==> src/rtl/srq_pkg.sv <==
package srq_pkg;
    localparam int WORD_W = 32;
    localparam int ADDR_W = 32;
    localparam int DESC_WORDS = 4;

    typedef enum logic [3:0] {
        OP_NOP    = 4'd0,
        OP_CFG    = 4'd1,
        OP_RDREG  = 4'd2,
        OP_BUSRD  = 4'd3,
        OP_BUSWR  = 4'd4,
        OP_ACT    = 4'd5,
        OP_DEACT  = 4'd6
    } srq_op_e;

    typedef enum logic [2:0] {
        S_IDLE = 3'd0,
        S_REQ  = 3'd1,
        S_WAIT = 3'd2,
        S_DEC  = 3'd3,
        S_EXEC = 3'd4
    } srq_state_e;
endpackage

==> src/rtl/srq_base_reg.sv <==
module srq_base_reg
    import srq_pkg::*;
(
    input  logic              clk,
    input  logic              rst_n,
    input  logic              we,
    input  logic [ADDR_W-1:0] wdata,
    output logic [ADDR_W-1:0] rdata
);
    typedef struct packed {
        logic [ADDR_W-4:0] hi;
    } base_t;

    base_t r_q, r_d;

    always_comb begin
        r_d = r_q;
        if (we) r_d.hi = wdata[ADDR_W-1:3];
    end

    always_ff @(posedge clk) begin
        if (!rst_n) r_q <= '0;
        else        r_q <= r_d;
    end

    assign rdata = {r_q.hi, 3'b000};
endmodule

==> src/rtl/srq_decode.sv <==
module srq_decode
    import srq_pkg::*;
#(
    parameter int CHAN_W = 8
) (
    input  logic [WORD_W-1:0] w0,
    output logic [3:0]        op,
    output logic              known,
    output logic              is_nop,
    output logic              is_long,
    output logic              ack_en,
    output logic [CHAN_W-1:0] chan,
    output logic              dev
);
    assign op     = w0[3:0];
    assign ack_en = w0[4];
    assign chan   = w0[8 +: CHAN_W];
    assign dev    = w0[16];

    always_comb begin
        known   = 1'b1;
        is_nop  = 1'b0;
        is_long = 1'b0;
        case (op)
            OP_NOP:                              is_nop  = 1'b1;
            OP_CFG, OP_RDREG, OP_BUSRD, OP_BUSWR: known  = 1'b1;
            OP_ACT, OP_DEACT:                    is_long = 1'b1;
            default:                             known   = 1'b0;
        endcase
    end
endmodule

==> src/rtl/srq_eoce_track.sv <==
module srq_eoce_track #(
    parameter int CHAN_W = 8
) (
    input  logic              clk,
    input  logic              rst_n,
    input  logic              set_valid,
    input  logic [CHAN_W-1:0] set_chan,
    input  logic              fin_valid,
    input  logic [CHAN_W-1:0] fin_chan,
    output logic              eoce,
    output logic [CHAN_W-1:0] eoce_chan
);
    localparam int NCHAN = 1 << CHAN_W;

    typedef struct packed {
        logic [NCHAN-1:0]  pend;
        logic              pulse;
        logic [CHAN_W-1:0] chan;
    } trk_t;

    trk_t r_q, r_d;

    always_comb begin
        r_d       = r_q;
        r_d.pulse = 1'b0;
        if (fin_valid && r_q.pend[fin_chan]) begin
            r_d.pend[fin_chan] = 1'b0;
            r_d.pulse          = 1'b1;
            r_d.chan           = fin_chan;
        end
        if (set_valid) r_d.pend[set_chan] = 1'b1;
    end

    always_ff @(posedge clk) begin
        if (!rst_n) r_q <= '0;
        else        r_q <= r_d;
    end

    assign eoce      = r_q.pulse;
    assign eoce_chan = r_q.chan;

    // an end-of-execution pulse always follows a finish report
    p_eoce_after_fin_r7: assert property (@(posedge clk) disable iff (!rst_n)
        eoce |-> $past(fin_valid) && eoce_chan == $past(fin_chan));

    // no two consecutive pulses for one channel from a single report
    p_no_repeat_r8: assert property (@(posedge clk) disable iff (!rst_n)
        eoce && !$past(fin_valid, 1) |-> 1'b0);
endmodule

==> src/rtl/srq_engine.sv <==
module srq_engine
    import srq_pkg::*;
#(
    parameter int CNT_W  = 8,
    parameter int CHAN_W = 8
) (
    input  logic                          clk,
    input  logic                          rst_n,
    input  logic                          ptr_we,
    input  logic [31:0]                   ptr_wdata,
    output logic [31:0]                   ptr_rdata,
    input  logic                          start_we,
    input  logic [CNT_W-1:0]              start_cnt,
    output logic                          busy,
    output logic                          err,
    output logic                          mem_req,
    output logic [31:0]                   mem_addr,
    input  logic                          mem_rvalid,
    input  logic [31:0]                   mem_rdata,
    output logic                          cmd_valid,
    output logic [3:0]                    cmd_op,
    output logic [CHAN_W-1:0]             cmd_chan,
    output logic                          cmd_dev,
    output logic [3*32-1:0]               cmd_arg,
    input  logic                          cmd_ready,
    input  logic                          fin_valid,
    input  logic [CHAN_W-1:0]             fin_chan,
    output logic                          sack,
    output logic [CHAN_W-1:0]             sack_chan,
    output logic                          eoce,
    output logic [CHAN_W-1:0]             eoce_chan
);
    localparam int ARG_W  = (DESC_WORDS - 1) * WORD_W;
    localparam int STRIDE = DESC_WORDS * (WORD_W / 8);
    localparam int IDX_W  = $clog2(DESC_WORDS);

    typedef struct packed {
        srq_state_e                        st;
        logic [ADDR_W-1:0]                 ptr;
        logic [IDX_W-1:0]                  widx;
        logic [CNT_W-1:0]                  remain;
        logic [DESC_WORDS-1:0][WORD_W-1:0] words;
        logic                              err;
        logic                              sack;
        logic [CHAN_W-1:0]                 sack_chan;
    } eng_t;

    eng_t r_q, r_d;

    logic [ADDR_W-1:0] base_addr;
    logic [3:0]        dec_op;
    logic              dec_known, dec_nop, dec_long, dec_ack, dec_dev;
    logic [CHAN_W-1:0] dec_chan;
    logic              done_desc;
    logic              handoff;

    srq_base_reg u_base (
        .clk   (clk),
        .rst_n (rst_n),
        .we    (ptr_we),
        .wdata (ptr_wdata),
        .rdata (base_addr)
    );

    srq_decode #(.CHAN_W(CHAN_W)) u_dec (
        .w0      (r_q.words[0]),
        .op      (dec_op),
        .known   (dec_known),
        .is_nop  (dec_nop),
        .is_long (dec_long),
        .ack_en  (dec_ack),
        .chan    (dec_chan),
        .dev     (dec_dev)
    );

    assign handoff = (r_q.st == S_EXEC) && cmd_ready;

    always_comb begin
        r_d       = r_q;
        r_d.sack  = 1'b0;
        done_desc = 1'b0;
        case (r_q.st)
            S_IDLE: begin
                if (start_we && start_cnt != '0) begin
                    r_d.st     = S_REQ;
                    r_d.ptr    = base_addr;
                    r_d.widx   = '0;
                    r_d.remain = start_cnt;
                    r_d.err    = 1'b0;
                end
            end
            S_REQ: r_d.st = S_WAIT;
            S_WAIT: begin
                if (mem_rvalid) begin
                    r_d.words[r_q.widx] = mem_rdata;
                    if (r_q.widx == IDX_W'(DESC_WORDS - 1)) begin
                        r_d.st = S_DEC;
                    end else begin
                        r_d.widx = r_q.widx + 1'b1;
                        r_d.st   = S_REQ;
                    end
                end
            end
            S_DEC: begin
                if (!dec_known) begin
                    r_d.err   = 1'b1;
                    done_desc = 1'b1;
                end else if (dec_nop) begin
                    r_d.sack  = dec_ack;
                    done_desc = 1'b1;
                end else begin
                    r_d.st = S_EXEC;
                end
            end
            S_EXEC: begin
                if (cmd_ready) begin
                    r_d.sack  = dec_ack;
                    done_desc = 1'b1;
                end
            end
            default: r_d.st = S_IDLE;
        endcase

        if (done_desc) begin
            r_d.sack_chan = dec_chan;
            r_d.ptr       = r_q.ptr + ADDR_W'(STRIDE);
            r_d.remain    = r_q.remain - 1'b1;
            r_d.widx      = '0;
            r_d.st        = (r_q.remain == CNT_W'(1)) ? S_IDLE : S_REQ;
        end
    end

    always_ff @(posedge clk) begin
        if (!rst_n) r_q <= '0;
        else        r_q <= r_d;
    end

    srq_eoce_track #(.CHAN_W(CHAN_W)) u_trk (
        .clk       (clk),
        .rst_n     (rst_n),
        .set_valid (handoff && dec_long),
        .set_chan  (dec_chan),
        .fin_valid (fin_valid),
        .fin_chan  (fin_chan),
        .eoce      (eoce),
        .eoce_chan (eoce_chan)
    );

    assign ptr_rdata = base_addr;
    assign busy      = (r_q.st != S_IDLE);
    assign err       = r_q.err;
    assign mem_req   = (r_q.st == S_REQ);
    assign mem_addr  = r_q.ptr + {{(ADDR_W-IDX_W-2){1'b0}}, r_q.widx, 2'b00};
    assign cmd_valid = (r_q.st == S_EXEC);
    assign cmd_op    = dec_op;
    assign cmd_chan  = dec_chan;
    assign cmd_dev   = dec_dev;
    assign cmd_arg   = ARG_W'(r_q.words[DESC_WORDS-1:1]);
    assign sack      = r_q.sack;
    assign sack_chan = r_q.sack_chan;

    // the first fetch of a list uses the pointer held at start
    p_first_addr_r1: assert property (@(posedge clk) disable iff (!rst_n)
        $rose(busy) |-> mem_req && mem_addr == $past(ptr_rdata));

    // read requests are single-cycle
    p_req_single_r2: assert property (@(posedge clk) disable iff (!rst_n)
        mem_req |=> !mem_req);

    // an offered command holds its fields until accepted
    p_cmd_hold_r3: assert property (@(posedge clk) disable iff (!rst_n)
        cmd_valid && !cmd_ready |=> cmd_valid && $stable(cmd_op)
                                    && $stable(cmd_chan) && $stable(cmd_arg));

    // acknowledges only come out of an active list
    p_sack_busy_r6: assert property (@(posedge clk) disable iff (!rst_n)
        sack |-> $past(busy));

    // an idle engine neither fetches nor offers commands
    p_idle_quiet_r9: assert property (@(posedge clk) disable iff (!rst_n)
        !busy |-> !cmd_valid && !mem_req);
endmodule

==> config.mk <==
export PLATFORM = sky130hd
export DESIGN_NAME = srq_engine
export DESIGN_NICKNAME = d
export VERILOG_FILES = /design/src/rtl/srq_pkg.sv /design/src/rtl/srq_base_reg.sv /design/src/rtl/srq_decode.sv /design/src/rtl/srq_eoce_track.sv /design/src/rtl/srq_engine.sv
export SDC_FILE = /design/constraint.sdc
export NUM_CORES = 1
export LEC_CHECK = 0
export CORE_ASPECT_RATIO = 0.5
export CORE_MARGIN = 3
export CORE_UTILIZATION = 60
export DETAILED_ROUTE_END_ITERATION = 8
export PLACE_DENSITY = 0.85
export SETUP_SLACK_MARGIN = 0.3
export SYNTH_ARGS = -nofsm -noshare
export SYNTH_HDL_FRONTEND = slang
export SYNTH_HIERARCHICAL = 1
export SYNTH_SLANG_ARGS = --single-unit
==> constraint.sdc <==
create_clock -name clk -period 4.85 [get_ports clk]
set_clock_uncertainty 0.05 [all_clocks]
set_input_delay 0.7275 -clock clk [delete_from_list [all_inputs] [get_ports clk]]
set_output_delay 0.7275 -clock clk [all_outputs]
set_load 0.03 [all_outputs]
# Word-level counts from Yosys, hierarchy flattened
# Index checks and enable logic that the tools add are counted.
[word_totals] out_inout_bits=195 elab_cells=111 regBits=477
[op_classes] add_sub_neg=4 n_eq_ne=21 n_reduce_logical=23 muxes=38 order_cmp=6 bitwise_logic=4
[ops] op="2-to-1 mux 265 bit" count=1
[ops] op="bitwise AND 256 bit" count=1
[ops] op="2-to-1 mux 256 bit" count=1
[ops] op="inverter 256 bit" count=1
[ops] op="bitwise OR 256 bit" count=1
[ops] op="bitwise mux 128 bit" count=1
[ops] op="2-to-1 mux 45 bit" count=2
[ops] op="demux 32 bit (select 2 bit)" count=1
[ops] op="2-to-1 mux 32 bit" count=2
[ops] op="adder 32 x 4 -> 32 bit" count=1
[ops] op="adder 32 x 5 -> 32 bit (second input constant)" count=1
[ops] op="< comparator 8 x 9 -> 1 bit (second input constant)" count=2
[ops] op="demux 1 bit (select 8 bit)" count=2
[ops] op=">= comparator 8 x 1 -> 1 bit (second input constant)" count=2
[ops] op="2-to-1 mux 1 bit" count=15
[ops] op="case mux 3 bit (5 select lines)" count=1
[ops] op="== test 4 x 3 -> 1 bit (second input constant)" count=3
[ops] op="!= test 3 bit (second input constant)" count=4
[ops] op="2-to-1 mux 3 bit" count=3
[ops] op="binary-select mux 1 bit (select 8 bit)" count=1
[ops] op="== test 4 x 2 -> 1 bit (second input constant)" count=2
[ops] op="== test 8 x 1 -> 1 bit (second input constant)" count=1
[ops] op="2-to-1 mux 8 bit" count=1
[ops] op="!= test 2 bit (second input constant)" count=4
[ops] op="26 further kinds" count=42

# Depth between registers and ports, before layout
[logic_depth] ltp_word=9 ltp_mapped=16 ltp_nobuf=8

# Hierarchy
# Netlist, hierarchy kept.
[modules_own_cells] module="srq_eoce_track" seq_area_each_um2=5305.1 instances=1 cells_each=1685 area_each_um2=13605.5
[modules_own_cells] module="srq_engine" seq_area_each_um2=3663.5 instances=1 cells_each=1111 area_each_um2=8723.4
[modules_own_cells] module="srq_base_reg" seq_area_each_um2=580.6 instances=1 cells_each=97 area_each_um2=1129.8
[modules_own_cells] module="srq_decode" seq_area_each_um2=0.0 instances=1 cells_each=18 area_each_um2=138.9

# Least setup slack after synthesis
# No wires, ideal clock.
[synth_timing] path_type="register to output" from="register r_q[146] (netlist name)" to="output mem_addr[22]" stages_incl_launch_ff=8 setup_slack_ns=1.320 required_ns=4.073 t_arrival_ns=2.753 path_cell_list="dfxtp_1 -> ha_1 -> inv_1 -> fa_1 -> or3_1 -> nor3_1 -> nand4_1 -> xnor2_1"
[synth_rtl] element="to (decl)" line="srq_engine.sv:17" rtl="output logic [31:0] mem_addr,"

==> results.json <==
{
  "status": "finished clean",
  "ys_warn_count": 6,
  "root_buffer": "clkbuf_16",
  "cts_sinks": 459,
  "core-area_mm2": 0.0376,
  "routabilityCongestion": 0.903,
  "startpoint_type": "flip-flop",
  "syn-cell-area_mm2": 0.0230,
  "hold_path_startpoint": "cmd_arg[67]",
  "startpoint": "r_q[146]",
  "rr_startpoint": "r_q[182]",
  "wl_per_cell_um": 21.6,
  "vias_per_cell": 6.37,
  "nNetsFinal": 2958,
  "route.detailed.drc": 0,
  "finalPower_mw": 8.15,
  "dieWidth_um": 283,
  "ant_nets": 0,
  "grt_pass1_vias": 20500,
  "setup-tns-final_ns": 0,
  "cp.arrival_ns": 3.61,
  "cts.hold.buffers_added": 0,
  "relSlewSlack": 0.324,
  "powerDensity_mw_per_mm2": 309,
  "drv_cap": 0,
  "critPathMaxStageDelay_ns": 0.70,
  "finalSetupViolCount": 0,
  "cts_tree": "done",
  "drive_gt1_frac": 0.0816,
  "n_antenna_cell": 0,
  "crit_type": "reg -> out",
  "final_core_util": 0.702,
  "grt_overflow": 0,
  "grt_pass1_wl_um": 113000,
  "critPathCaptureType": "output port",
  "ioPinCount": 282,
  "period_needed_ns": 4.38,
  "wl_um": 73700,
  "post-route-period-util": 0.904,
  "p_leak_nw": 9.43,
  "irDropWorstVdd_uv": 232,
  "clkLatencyLatePin_ns": 0.56,
  "worst-path-max-fanout": 7,
  "grt_use_total": 0.347,
  "grt_start_max_net_pins": 144,
  "start_util": 0.612,
  "clockBufferDepth": 3,
  "finalHoldViolations": 0,
  "numCtsBuffers": 41,
  "ctsHtreeMaxLevel": 2,
  "die_height_um": 144,
  "drt-pass1-iter-count": 7,
  "rows": 50,
  "io_buffer_count": 275,
  "clk_pin_slew_worst_paths_ns": 0.07,
  "area_growth_pct": 14.7,
  "critPathRequiredTime_ns": 4.07,
  "dp_hpwl_um": 47300,
  "worst_path_max_delay_cell": "clkdlybuf4s50_1",
  "worst_slew_pin_slew_ns": 1.01,
  "antenna_found_initial": 1,
  "routed-via-count": 21700,
  "dieArea_mm2": 0.0409,
  "fmax_mhz": 228,
  "maxSlewViolCount": 0,
  "first_iter_violations": 3229,
  "rsz0062_at_grt": "false",
  "syn_area_per_cell_um2": 8.11,
  "hp-class": "reg -> reg",
  "path_cells": "ha_1 -> inv_1 -> fa_1 -> or3_1 -> nor3_1 -> buf_4 -> nand4_1 -> xnor2_1 -> clkdlybuf4s50_1",
  "syn_inst": 2837,
  "fillers": 2801
}
-- worst paths after layout --
kind	cells past startpoint	slack [ns]	to
min reg2reg	2	0.40	cmd_arg[67]
max	9	0.47	mem_addr[22]
min	2	0.40	cmd_arg[67]
max reg2reg	7	1.50	u_trk/r_q[95]
-- metrics by stage --
stage | cell area [um^2] | setup slack (ns) | hold WS (ns) | instances
CTS | 26400 | 0.350 | 0.403 | 3412
floorplan | 23000 | 1.32 | 0.382 | 2839
global placement | 24900 | 0.384 | 0.388 | 3338
detailed placement | 24900 | 0.220 | 0.393 | 3338
finish | 26400 | 0.467 | 0.403 | 3412
global route | 26400 | 0.310 | 0.419 | 3412
-- worst max-delay path: cells and delay by family, from the launching register on --
family        cells  cell delay (ns)
buf+inv           3             0.96
xor+xnor          1             0.15
simple gates      3             0.82
fa+ha+maj         2             0.69
flops             1             0.44
-- cell type report --
type	instances	area (um^2)	share of cell area
Clock buffer	62	1280	0.0484
Timing Repair Buffer	342	3300	0.125
Sequential cell	459	9190	0.348
Clock inverter	12	168	0.00636
Multi-Input combinational cell	1995	11700	0.444
Inverter	22	82.6	0.00313
Tap cell	520	651	0.0247
-- layer usage --
layer / track usage / vias to the layer above / wire length [um]
met5: 0 / - / 13
met4: 0.190 / 2 / 4610
met3: 0.0878 / 378 / 8690
met2: 0.557 / 1391 / 32900
met1: 0.433 / 10200 / 27500
li1: - / 9797 / -
-- state kept, by name, summed over array words and instances, names as in the netlist --
name             count
cmd_arg             96
err                  1
r_q                 59
sack                 1
sack_chan            8
u_base/r_q          29
u_trk/eoce           1
u_trk/eoce_chan      8
u_trk/r_q          256
-- where the power goes --
part           internal, mW  switching (mW)  total (mW)
sequential             3.81          0.0574        3.87
clock                  2.04            1.48        3.52
combinational         0.290           0.476       0.766
-- cell usage in the layout (no fill, tap or decap), drive strengths merged, types with 24 or more instances in the layout --
master,instances
buf,71
a21oi,246
inv,24
nand3,66
dfxtp,459
o21ai,265
nor2,395
o211ai,40
nor2b,51
clkdlybuf4s50,268
o221a,32
a22oi,42
clkbuf,62
o311ai,35
a21boi,68
mux2i,128
nand2,367
-- repair_timing --
item / in CTS / in global routing
setup endpoints to repair: 0 / 3
setup buffers: 0 / 0
gates resized for setup: 0 / 3
Note: power is estimated with default switching activity, not from simulation.
